File: src/rtl/sio_pkg.sv
package sio_pkg;
  localparam int RATE_W = 2;
  // Half-period counter must hold 2^(2^RATE_W - 1)
  localparam int HALF_W = 2 ** RATE_W;

  typedef struct packed {
    logic              irq_en;
    logic              alt;
    logic [RATE_W-1:0] rate;
    logic              master;
    logic              en;
  } sio_ctl_t;

  localparam int CTL_W = $bits(sio_ctl_t);

  // System clocks per shift clock half period
  function automatic logic [HALF_W-1:0] sio_half(input logic [RATE_W-1:0] r);
    return HALF_W'(1) << r;
  endfunction
endpackage

File: src/rtl/sio_clkgen.sv
module sio_clkgen
  import sio_pkg::*;
(
  input  logic              clk,
  input  logic              rst_n,
  input  logic              active,
  input  logic [RATE_W-1:0] rate,
  output logic              sk_q,
  output logic              rise_evt,
  output logic              fall_evt
);
  logic [HALF_W-1:0] cnt;
  logic              tick;

  assign tick     = active && (cnt == sio_half(rate) - HALF_W'(1));
  assign rise_evt = tick && !sk_q;
  assign fall_evt = tick && sk_q;

  always_ff @(posedge clk or negedge rst_n) begin
    if (!rst_n) begin
      cnt  <= '0;
      sk_q <= 1'b0;
    end else if (!active) begin
      cnt  <= '0;
      sk_q <= 1'b0;
    end else if (tick) begin
      cnt  <= '0;
      sk_q <= ~sk_q;
    end else begin
      cnt  <= cnt + HALF_W'(1);
    end
  end
endmodule

File: src/rtl/sio_sync.sv
module sio_sync #(
  parameter int SYNC_N = 2
) (
  input  logic clk,
  input  logic rst_n,
  input  logic sk_in,
  output logic level,
  output logic rise_evt,
  output logic fall_evt
);
  logic [SYNC_N:0] pipe;
  logic            prev;

  always_ff @(posedge clk or negedge rst_n) begin
    if (!rst_n) pipe <= '0;
    else        pipe <= {pipe[SYNC_N-1:0], sk_in};
  end

  assign level    = pipe[SYNC_N-1];
  assign prev     = pipe[SYNC_N];
  assign rise_evt = level && !prev;
  assign fall_evt = !level && prev;
endmodule

File: src/rtl/sio_shifter.sv
module sio_shifter #(
  parameter int WIDTH = 8
) (
  input  logic             clk,
  input  logic             rst_n,
  input  logic             start,
  input  logic             load,
  input  logic [WIDTH-1:0] load_data,
  input  logic             alt,
  input  logic             rise_evt,
  input  logic             fall_evt,
  input  logic             si,
  output logic [WIDTH-1:0] sr,
  output logic             so,
  output logic             done_evt
);
  localparam int CNT_W = (WIDTH > 2) ? $clog2(WIDTH) : 1;
  localparam logic [CNT_W-1:0] LAST = CNT_W'(WIDTH - 1);

  logic [CNT_W-1:0] cnt;
  logic             smp;
  logic             so_q;

  assign done_evt = fall_evt && (cnt == LAST);
  assign so       = alt ? so_q : sr[WIDTH-1];

  always_ff @(posedge clk or negedge rst_n) begin
    if (!rst_n) begin
      sr   <= '0;
      cnt  <= '0;
      smp  <= 1'b0;
      so_q <= 1'b0;
    end else begin
      if (load)  sr  <= load_data;
      if (start) cnt <= '0;
      if (rise_evt) begin
        if (alt) begin
          so_q <= sr[WIDTH-1];
          sr   <= sr << 1;
        end else begin
          smp  <= si;
        end
      end
      if (fall_evt) begin
        if (alt) sr[0] <= si;
        else     sr    <= {sr[WIDTH-2:0], smp};
        cnt <= (cnt == LAST) ? '0 : cnt + CNT_W'(1);
      end
    end
  end
endmodule

File: src/rtl/sio_port.sv
module sio_port
  import sio_pkg::*;
#(
  parameter int WIDTH  = 8,
  parameter int SYNC_N = 2
) (
  input  logic             clk,
  input  logic             rst_n,
  input  logic             ctl_we,
  input  logic [CTL_W-1:0] ctl_wdata,
  output logic [CTL_W-1:0] ctl_rdata,
  input  logic             busy_set,
  input  logic             busy_clr,
  output logic             busy,
  input  logic             data_we,
  input  logic [WIDTH-1:0] data_wdata,
  output logic [WIDTH-1:0] data_rdata,
  output logic             load_err,
  output logic             irq,
  input  logic             sk_in,
  output logic             sk_out,
  input  logic             si,
  output logic             so
);
  sio_ctl_t ctl_q;
  logic     busy_q, irq_q;
  logic     run, m_active, s_active;
  logic     m_sk, m_rise, m_fall;
  logic     s_level, s_rise, s_fall;
  logic     rise_evt, fall_evt, shift_evt, done_evt;
  logic     start_ok, sk_high, load_ok;

  always_ff @(posedge clk or negedge rst_n) begin
    if (!rst_n)      ctl_q <= '0;
    else if (ctl_we) ctl_q <= sio_ctl_t'(ctl_wdata);
  end

  assign start_ok = busy_set && ctl_q.en && !busy_q;
  assign run      = busy_q && ctl_q.en && !busy_clr;
  assign m_active = run && ctl_q.master;
  assign s_active = run && !ctl_q.master;

  sio_clkgen u_clkgen (
    .clk(clk), .rst_n(rst_n), .active(m_active), .rate(ctl_q.rate),
    .sk_q(m_sk), .rise_evt(m_rise), .fall_evt(m_fall)
  );

  sio_sync #(.SYNC_N(SYNC_N)) u_sync (
    .clk(clk), .rst_n(rst_n), .sk_in(sk_in),
    .level(s_level), .rise_evt(s_rise), .fall_evt(s_fall)
  );

  assign rise_evt  = m_rise || (s_active && s_rise);
  assign fall_evt  = m_fall || (s_active && s_fall);
  assign shift_evt = rise_evt || fall_evt;
  assign sk_high   = ctl_q.master ? m_sk : s_level;
  assign load_ok   = data_we && !sk_high;

  sio_shifter #(.WIDTH(WIDTH)) u_shift (
    .clk(clk), .rst_n(rst_n), .start(start_ok), .load(load_ok),
    .load_data(data_wdata), .alt(ctl_q.alt), .rise_evt(rise_evt),
    .fall_evt(fall_evt), .si(si), .sr(data_rdata), .so(so),
    .done_evt(done_evt)
  );

  always_ff @(posedge clk or negedge rst_n) begin
    if (!rst_n) begin
      busy_q <= 1'b0;
      irq_q  <= 1'b0;
    end else begin
      if (busy_clr || done_evt) busy_q <= 1'b0;
      else if (start_ok)        busy_q <= 1'b1;
      irq_q <= done_evt && ctl_q.irq_en;
    end
  end

  assign ctl_rdata = ctl_q;
  assign busy      = busy_q;
  assign irq       = irq_q;
  assign sk_out    = m_sk;
  assign load_err  = data_we && sk_high;
endmodule

File: config.mk
export PLATFORM = sky130hd
export DESIGN_NAME = sio_port
export DESIGN_NICKNAME = d
export VERILOG_FILES = /design/src/rtl/sio_pkg.sv /design/src/rtl/sio_clkgen.sv /design/src/rtl/sio_sync.sv /design/src/rtl/sio_shifter.sv /design/src/rtl/sio_port.sv
export SDC_FILE = /design/constraint.sdc
export NUM_CORES = 1
export LEC_CHECK = 0
export BUFFER_PORTS_ARGS = -buffer_cell sky130_fd_sc_hd__buf_2
export CAP_MARGIN = 10
export CORE_ASPECT_RATIO = 0.9
export CORE_UTILIZATION = 52
export DETAILED_ROUTE_END_ITERATION = 6
export PLACE_DENSITY = 0.8
export SLEW_MARGIN = 20
export SYNTH_ARGS = -nofsm -noshare
export SYNTH_HDL_FRONTEND = slang
export SYNTH_SLANG_ARGS = --single-unit
File: constraint.sdc
create_clock -name clk -period 6.25 [get_ports clk]
set_input_delay 0.3125 -clock clk [delete_from_list [all_inputs] [get_ports clk]]
set_output_delay 0.3125 -clock clk [all_outputs]
set_load 0.05 [all_outputs]
### Word level (Yosys, flattened, before mapping)

Index checks and enable logic that the tools add are counted.

| cells by class | value |
|---|---|
| muxes and demuxes | 17 |
| eq/ne operators | 3 |
| reduce and logical (&&, ||, !) cells | 31 |
| bitwise logic cells | 2 |
| $add $sub $neg | 3 |
| shifts and indexed selects | 1 |

Operators with widths:

| kind | number |
|---|---|
| $mux W8 | 4 |
| $logic_and A1 B1 Y1 | 17 |
| $mux W3 | 3 |
| $mux W4 | 2 |
| $logic_not A1 Y1 | 7 |
| $mux W1 | 7 |
| $mux W7 | 1 |
| $add A4 B1 Y4 const B | 1 |
| $eq A4 B4 Y1 | 1 |
| $reduce_and A2 Y1 | 2 |
| $reduce_bool A2 Y1 | 2 |
| $shl A1 B2 Y4 const A | 1 |
| $sub A4 B1 Y4 const B | 1 |
| $add A3 B1 Y3 const B | 1 |
| $eq A3 B3 Y1 const B | 1 |
| $logic_or A1 B1 Y1 | 3 |
| $ne A2 B2 Y1 const B | 1 |
| $not A1 Y1 | 2 |

| storage, ports and cells | value |
|---|---|
| input port bits | 22 |
| bits in registers | 29 |
| logic and storage cells | 71 |

### Longest topological paths before layout

Gate-level depths: netlist (run 1).

| depth | value |
|---|---|
| depth after elaboration | 9 |
| gate-level depth with buffers | 6 |

### Cells and area by module

A second synthesis (run 1) with hierarchy kept.

| second synthesis, totals | value |
|---|---|
| cell total of the unflattened synthesis | 118 |
| area total of the unflattened synthesis | 1,413.9 sq um |

Modules (own cells, without submodules):

| module | sequential area each (sq um) | cells each | instances | area each (sq um) |
|---|---|---|---|---|
| sio_shifter | 325.3 | 59 | 1 | 666.9 |
| sio_port | 200.2 | 27 | 1 | 364.1 |
| sio_clkgen | 125.1 | 27 | 1 | 292.8 |
| sio_sync | 75.1 | 5 | 1 | 90.1 |

### Worst setup path after synthesis (run 1)

No wires, ideal clock.

| timing | value |
|---|---|
| kind | flip-flop to flip-flop |
| start | register ctl_q (netlist bit ctl_rdata[2]) |
| end | register u_shift.sr[1] |
| stages on the path, launching flop included | 7 |
| data arrival time | 2.423 ns |
| setup time | 0.125 ns |
| data required time | 6.125 ns |
| slack | 3.702 ns |
| clock period less this slack | 2.548 ns |
| path through | dfrtp_1 or4_1 a21o_1 a21oi_4 a32oi_4 o31ai_4 mux2_2 |

| between the ends | value |
|---|---|
| longest elaborated chain between the ends | 9 |
| elaborated cells between the ends (all ways) | 11 |
| classes of those cells | add/sub: 1; eq/ne: 1; shift: 1; mux: 3; reduce/logical: 5 |

Ends and longest elaborated chain:

| item | RTL line | text |
|---|---|---|
| start, declared | sio_port.sv:25 | `sio_ctl_t ctl_q;` |
| start signal, assigned | sio_port.sv:35 | `else if (ctl_we) ctl_q <= sio_ctl_t'(ctl_wdata);` |
| $shl A1 B2 Y4 * | sio_pkg.sv:18 | `return HALF_W'(1) << r;` |
| $sub A4 B1 Y4 * | sio_clkgen.sv:15 | `assign tick = active && (cnt == sio_half(rate) - HALF_W'(1));` |
| $eq A4 B4 Y1 * | sio_clkgen.sv:15 |  |
| $logic_and A1 B1 Y1 * | sio_clkgen.sv:15 |  |
| $logic_and A1 B1 Y1 | sio_clkgen.sv:16 | `assign rise_evt = tick && !sk_q;` |
| $logic_or A1 B1 Y1 | sio_port.sv:53 | `assign rise_evt = m_rise \|\| (s_active && s_rise);` |
| $mux W8 | sio_shifter.sv:36 | `if (rise_evt) begin` |
| $mux W7 | sio_shifter.sv:45 | `if (alt) sr[0] <= si;` |
| $mux W8 * | sio_shifter.sv:44 | `if (fall_evt) begin` |
| end signal, assigned | sio_shifter.sv:34 | `if (load) sr <= load_data;` |
| end signal, assigned | sio_shifter.sv:39 | `sr <= sr << 1;` |
| end signal, assigned | sio_shifter.sv:46 | `else sr <= {sr[WIDTH-2:0], smp};` |
| end, declared | sio_shifter.sv:13 | `output logic [WIDTH-1:0] sr,` |

Mark *: on every way between the ends. The rest lies on a longest branch, timed or not.
A chain may end at the register's enable or synchronous reset.

### Final worst setup path (run 1)

| timing | value |
|---|---|
| start | register ctl_q (netlist bit ctl_rdata[2]) |
| end | register u_shift.sr[6] |

Same word-level chain as after synthesis.

==> results of run 1 <==
report_power, final:
group / total (mW) / switching (mW) / internal, mW
Sequential: 0.220 / 0.0151 / 0.205
Combinational: 0.123 / 0.0811 / 0.0419
Clock: 0.189 / 0.0651 / 0.124
Total: 0.532 / 0.161 / 0.371
final cells by class:
| cell class | count | area (sq um) | area share |
|---|---|---|---|
| tap | 28 | 35.0 | 0.0202 |
| clock inverter | 3 | 65.1 | 0.0375 |
| inverter | 1 | 3.75 | 0.00217 |
| clock buffer | 5 | 37.5 | 0.0217 |
| multi-input combinational | 76 | 666 | 0.384 |
| sequential | 29 | 726 | 0.419 |
| timing repair buffer | 40 | 200 | 0.116 |
sequential cells by signal, indices dropped and copies added (netlist names):
signal / count
busy: 1
u_shift.so_q: 1
u_clkgen.cnt: 4
u_shift.sr: 8
irq: 1
u_shift.smp: 1
u_shift.cnt: 3
u_sync.pipe: 3
ctl_rdata: 6
u_clkgen.sk_q: 1
layer usage:
metal,wire [um],global-route usage,up-vias
met5,0,0,-
met4,75,0.118,0
met3,118,0.0647,7
met2,1270,0.353,26
met1,1070,0.219,482
li1,-,-,485
layout by cell type (no fill, tap or decap), drive strengths merged:
| cell | synthesis | final |
|---|---|---|
| nor2 | 4 | 4 |
| dfrtp | 29 | 29 |
| nor2b | 2 | 2 |
| bufinv | 0 | 2 |
| nand3 | 2 | 2 |
| xnor2 | 2 | 2 |
| clkinv | 0 | 1 |
| a21boi | 1 | 1 |
| clkbuf | 1 | 5 |
| nand3b | 1 | 1 |
| or2 | 1 | 1 |
| nand2b | 2 | 2 |
| ha | 3 | 3 |
| or4 | 1 | 1 |
| a21o | 1 | 1 |
| nand4b | 1 | 1 |
| mux2i | 4 | 4 |
| o31ai | 2 | 2 |
| o21ai | 1 | 1 |
| a32oi | 1 | 1 |
| xor2 | 1 | 1 |
| and3 | 3 | 3 |
| inv | 1 | 1 |
| o211ai | 3 | 3 |
| mux2 | 24 | 24 |
| a211oi | 1 | 1 |
| a21oi | 3 | 3 |
| nor3 | 5 | 5 |
| nand2 | 5 | 5 |
| buf | 3 | 40 |
| nor3b | 2 | 2 |
worst min path at each step:
| stage | from | end | slack, ps | cells after the start |
|---|---|---|---|---|
| floorplan | rst_n | busy | 20 | 0 |
| global placement | u_sync.pipe[0] | u_sync.pipe[1] | 340 | 0 |
| detailed placement | u_sync.pipe[0] | u_sync.pipe[1] | 350 | 0 |
| CTS | rst_n | u_shift.sr[2] | 6 | 1 |
| global route | rst_n | u_shift.sr[4] | 40 | 1 |
| finish | rst_n | u_shift.cnt[2] | -8 | 1 |
per-stage QoR:
stage / total power, mW / hold slack (ps) / cells / utilization / setup WS [ps]
after floorplan: 0.317 / 16.9 / 110 / - / 3700
after global placement: 0.344 / 340 / 174 / 0.650 / 3860
after detailed placement: 0.348 / 345 / 174 / 0.650 / 3810
after CTS: 0.538 / 5.98 / 182 / 0.690 / 3790
after global routing: 0.552 / 40.5 / 182 / 0.690 / 3670
final: 0.532 / -7.75 / 182 / 0.690 / 3790
cell families after synthesis:
kind of cell,after synthesis
AO/OA/AOI/OAI,13
flip-flops,29
buffers and inverters,5
multiplexers,28
AND/OR/NAND/NOR,29
XOR/XNOR,3
adder cells (fa/ha/maj),3
==> metrics.yaml, run 1 <==
n_antenna_cell: 0
cts_root_buffer: "clkbuf_4"
synth_top_family_by_area: "multiplexers"
cts_htree_levels: 2
period_minus_slack_ps: 2460
worst_pin_slew_ps: 620
ys_seq_area_frac: 0.513
yosys-top-cells-area: "dfrtp_1, mux2_2, mux2i_1"
first_iter_violations: 47
cpMaxStageDelayCell: "or4_1"
slew_violations: 0
yosys-top-cells-count: "dfrtp_1, mux2_2, nand2_1, nor3_1"
syn-instance-count: 110
setup_tns_ps: 0
rr_worst_depth: 6
fmax_ghz: 0.407
grt_pass1_wl_mm: 4.33
dp_hpwl_mm: 1.96
synth.avg_cell_area_sq_um: 12.9
crit_cells: 6
grt_max_degree: 30
setup_viol: 0
crit_arrival_ps: 2680
rsz0062_at_grt: "false"
post_cts_buffers: 0
overflow: 0
critPathKind: "flop to flop"
maxCapViolCount: 0
required_ps: 6470
critical-path-top-delay-family: "compound AO/OA/AOI/OAI gates"
ys_warn_count: 0
start_util: 0.564
synth-seq-cells: 29
avgViaCountPerCell: 5.49
area_growth_pct: 22.5
power_density_nw_per_um2: 307
clkSlewWorstSetupHoldPaths_ps: 90
fp.dieH_um: 51.5
hp-class: "primary input to async pin"
core_area_sq_um: 2510
yosys.area.top_type: "dfrtp_1"
max_slew_margin: 0.586
port_buffers: 40
yosys.area_share.simple: 0.112
cts_tree: "done"
ys.flop_type: "dfrtp_1"
drive_gt1_frac: 0.500
die_w_um: 57.0
synthArstFlopShare: 1.00
synth_fa_ha_area_frac: 0.0265
cts_max_path_buffers: 2
ant_nets: 0
holdWs_ps: -7.75
finalCritPeriodShare: 0.394
yosys-mux-area-fraction: 0.219
synth-compound-area-share: 0.0937
outcome: "finished with violations"
critPathMaxStageDelay_ps: 520
nNetsFinal: 178
fillers: 200
synth_top_area_share: 0.513
drt-total-wl_mm: 2.53
regToRegSetupSlack_ps: 3790
drc_errors: 6
violations: "design-rule violations, negative hold slack"
ctsResizeCount: 0
power.leakage_nw: 0.823
synth.distinct_cells: 34
dr_total_vias: 1000
cp-end-kind: "flop"
crit_start: "ctl_rdata[2]"
netlist_area_sq_um: 1420
dieArea_sq_um: 2930
globalplace.congestion: 0.684
r2r-end: "u_shift.sr[6]"
clk_latency_ps: 320
wire_per_inst_um: 13.9
drt-pass1-iter-count: 6
place_area_sq_um: 1630
hold_violations: 17
grt_pass1_vias: 1048
final_cell_area_sq_um: 1730
fin_skew_ps: 8.43
worstPathMaxFanout: 8
synth_xor_area_frac: 0.0186
clock-sinks: 29
post-synth-top-count-cell: "dfrtp_1"
cts_made_buffers: 5
grt_antenna_before_repair: 0
synth_edf_count: 0
rows: 17
peakVddDrop_mv: 0.221
synth_nets: 135
grtUsageTotal: 0.203
pin_count: 41
r2r-start: "ctl_rdata[2]"
cts_hold_buf: 0
start_kind: "flop"
worstPathCellList: "or4_1 -> a21o_1 -> a21oi_4 -> a32oi_4 -> o31ai_4 -> mux2_2"
crit_buf_inv: 0
endpoint: "u_shift.sr[6]"
Power figures use the tool's default switching activity.
==> inputs of run 2 (changes only) <==
--- a/config.mk
+++ b/config.mk
@@ -8,9 +8,9 @@
 export BUFFER_PORTS_ARGS = -buffer_cell sky130_fd_sc_hd__buf_2
 export CAP_MARGIN = 10
 export CORE_ASPECT_RATIO = 0.9
-export CORE_UTILIZATION = 52
+export CORE_UTILIZATION = 50
 export DETAILED_ROUTE_END_ITERATION = 6
-export PLACE_DENSITY = 0.8
+export PLACE_DENSITY = 0.77
 export SLEW_MARGIN = 20
 export SYNTH_ARGS = -nofsm -noshare
 export SYNTH_HDL_FRONTEND = slang
==> constraint.sdc (replaced) <==
create_clock -name clk -period 2.5 [get_ports clk]
set_input_delay 0.125 -clock clk [delete_from_list [all_inputs] [get_ports clk]]
set_output_delay 0.125 -clock clk [all_outputs]
set_load 0.05 [all_outputs]
==> metrics.yaml, run 2 (synthesis results as in run 1) <==
overflow: 0  # unchanged
maxCapViolCount: 0  # unchanged
r2r-end: "u_shift.sr[4]"
cts_root_buffer: "clkbuf_4"
finish.utilization: 0.681  # -0.00934
drive_gt1_frac: 0.503  # +0.00314
cts_htree_levels: 2  # unchanged
regToRegSetupSlack_ps: 100  # -3690 ps
first_iter_violations: 28  # -40%
globalplace.congestion: 0.733  # +7.1%
layout_common_cells: "buf_2, dfrtp_1, mux2_2"
cts_tree: "done"
cts_made_buffers: 5  # unchanged
grt_pass1_vias: 1039  # -0.86%
nNetsFinal: 184  # +3.4%
min-delay-start: "ctl_wdata[3]"
cts_max_path_buffers: 2  # unchanged
r2r-start: "ctl_rdata[2]"
max_slew_margin: 0.566  # -0.0202
min_to: "ctl_rdata[3]"
dr_total_vias: 1033  # +3.3%
pin_count: 41  # unchanged
peakVddDrop_mv: 0.435  # +97%
setup_viol: 0  # unchanged
holdPathStages: 2
fmax_ghz: 0.417  # +2.7%
grt_max_degree: 30  # unchanged
required_ps: 2720  # -3750 ps
start_util: 0.550  # -0.0140
outcome: "finished, final reports clean"
start_kind: "flop"
port_buffers: 40  # unchanged
area_growth_pct: 23.9
instances_no_fill: 197  # +8.2%
rsz0062_at_grt: "false"
n_antenna_cell: 0  # unchanged
setup_tns_ps: 0  # unchanged
critPathKind: "flop to flop"
grt_antenna_before_repair: 0  # unchanged
ant_nets: 0  # unchanged
wire_per_inst_um: 13.8  # -0.68%
clkSlewWorstSetupHoldPaths_ps: 90  # about the same
power_density_nw_per_um2: 658  # +110%
slew_violations: 0  # unchanged
dieArea_sq_um: 3050  # +3.8%
core_area_sq_um: 2570  # +2.5%
die_w_um: 58.1  # +1.9%
rr_worst_depth: 7  # +1
drt-total-wl_mm: 2.72  # +7.5%
grt_pass1_wl_mm: 4.53  # +4.5%
dp_hpwl_mm: 1.95  # -0.45%
hold_violations: 0  # -17
worst_pin_slew_ps: 651  # +30.3 ps
fillers: 204  # +2.0%
clk_latency_ps: 330  # about the same
finalCritPeriodShare: 0.958  # +0.565
ctsResizeCount: 0  # unchanged
final_common_cell: "buf_2"
drc_errors: 0  # -6
fin_skew_ps: 10.3  # +1.83 ps
worstPathMaxFanout: 5  # -3
largest_register_ffs: 8  # unchanged
power.leakage_nw: 0.826  # +0.34%
grtUsageTotal: 0.207  # +0.00371
drt-pass1-iter-count: 3  # -3
top_register: "u_shift.sr"
crit_arrival_ps: 2610  # -70 ps
rows: 17  # unchanged
avgViaCountPerCell: 5.24  # -4.6%
hp-class: "primary input to flop"
cp-end-kind: "flop"
fp.dieH_um: 52.5  # +1.9%
dp.cells: 185  # +6.3%
period_minus_slack_ps: 2400  # -64.0 ps
clock-sinks: 29  # unchanged
==> run 2: worst max-delay path by stage <==
stage                 start             to  slack [ps]  cells past startpoint
2_1_floorplan  ctl_rdata[2]  u_shift.sr[1]          40                      6
3_3_place_gp   ctl_rdata[2]  u_shift.sr[5]         180                      6
3_5_place_dp   ctl_rdata[2]  u_shift.sr[7]         110                      6
4_1_cts        ctl_rdata[2]  u_shift.sr[7]          70                      6
5_1_grt        ctl_rdata[2]  u_shift.sr[2]          30                      7
6_report       ctl_rdata[2]  u_shift.sr[4]         100                      7
==> run 2: metrics by stage <==
step	power (mW)	setup WS (ps)	instance area [sq um]	hold slack, ps
floorplan	0.792	40.8	1420	-171
global placement	0.866	181	1650	177
detailed placement	0.876	106	1650	180
CTS	1.16	67.1	1740	18.9
global route	1.20	32.2	1750	27.9
finish	1.15	104	1750	23.3
==> run 2: timing repair <==
action / 4_1_cts / 5_1_grt
hold buffers: 3 / 0
hold endpoints to repair: 31 / 0
endpoints found under the setup margin: 0 / 7
setup buffers: 0 / 2
==> run 2: final cells by class <==
type                    instances  area [sq um]  area share
well taps                      38          47.5      0.0271
flip-flops and latches         29           728       0.415
repair buffers                 46           253       0.144
inverters                       1          3.75     0.00214
clock buffers                   7          55.1      0.0314
multi-input cells              76           666       0.380
==> run 2: where the power goes <==
part / leakage [nW] / switching [mW] / internal (mW) / total [mW]
registers: 0.361 / 0.0393 / 0.513 / 0.552
clock network: 0.0314 / 0.152 / 0.132 / 0.285
logic: 0.433 / 0.206 / 0.110 / 0.317
total: 0.826 / 0.398 / 0.756 / 1.15
==> run 2: per-layer routing <==
layer,track usage,vias to the layer above,wire length (um),share of wire
met5,0,-,0,0
met2,0.343,30,1320,0.49
met1,0.248,500,1220,0.45
met3,0.0543,6,120,0.044
li1,-,497,-,-
met4,0.107,0,54,0.020
==> run 2: critical path, stage by stage, from the launching register on <==
cell	delay, ps
dfrtp_2	440
or4_1	530
a21o_1	210
a21oi_4	190
a32oi_4	160
o31ai_4	260
buf_4	170
mux2_2	330
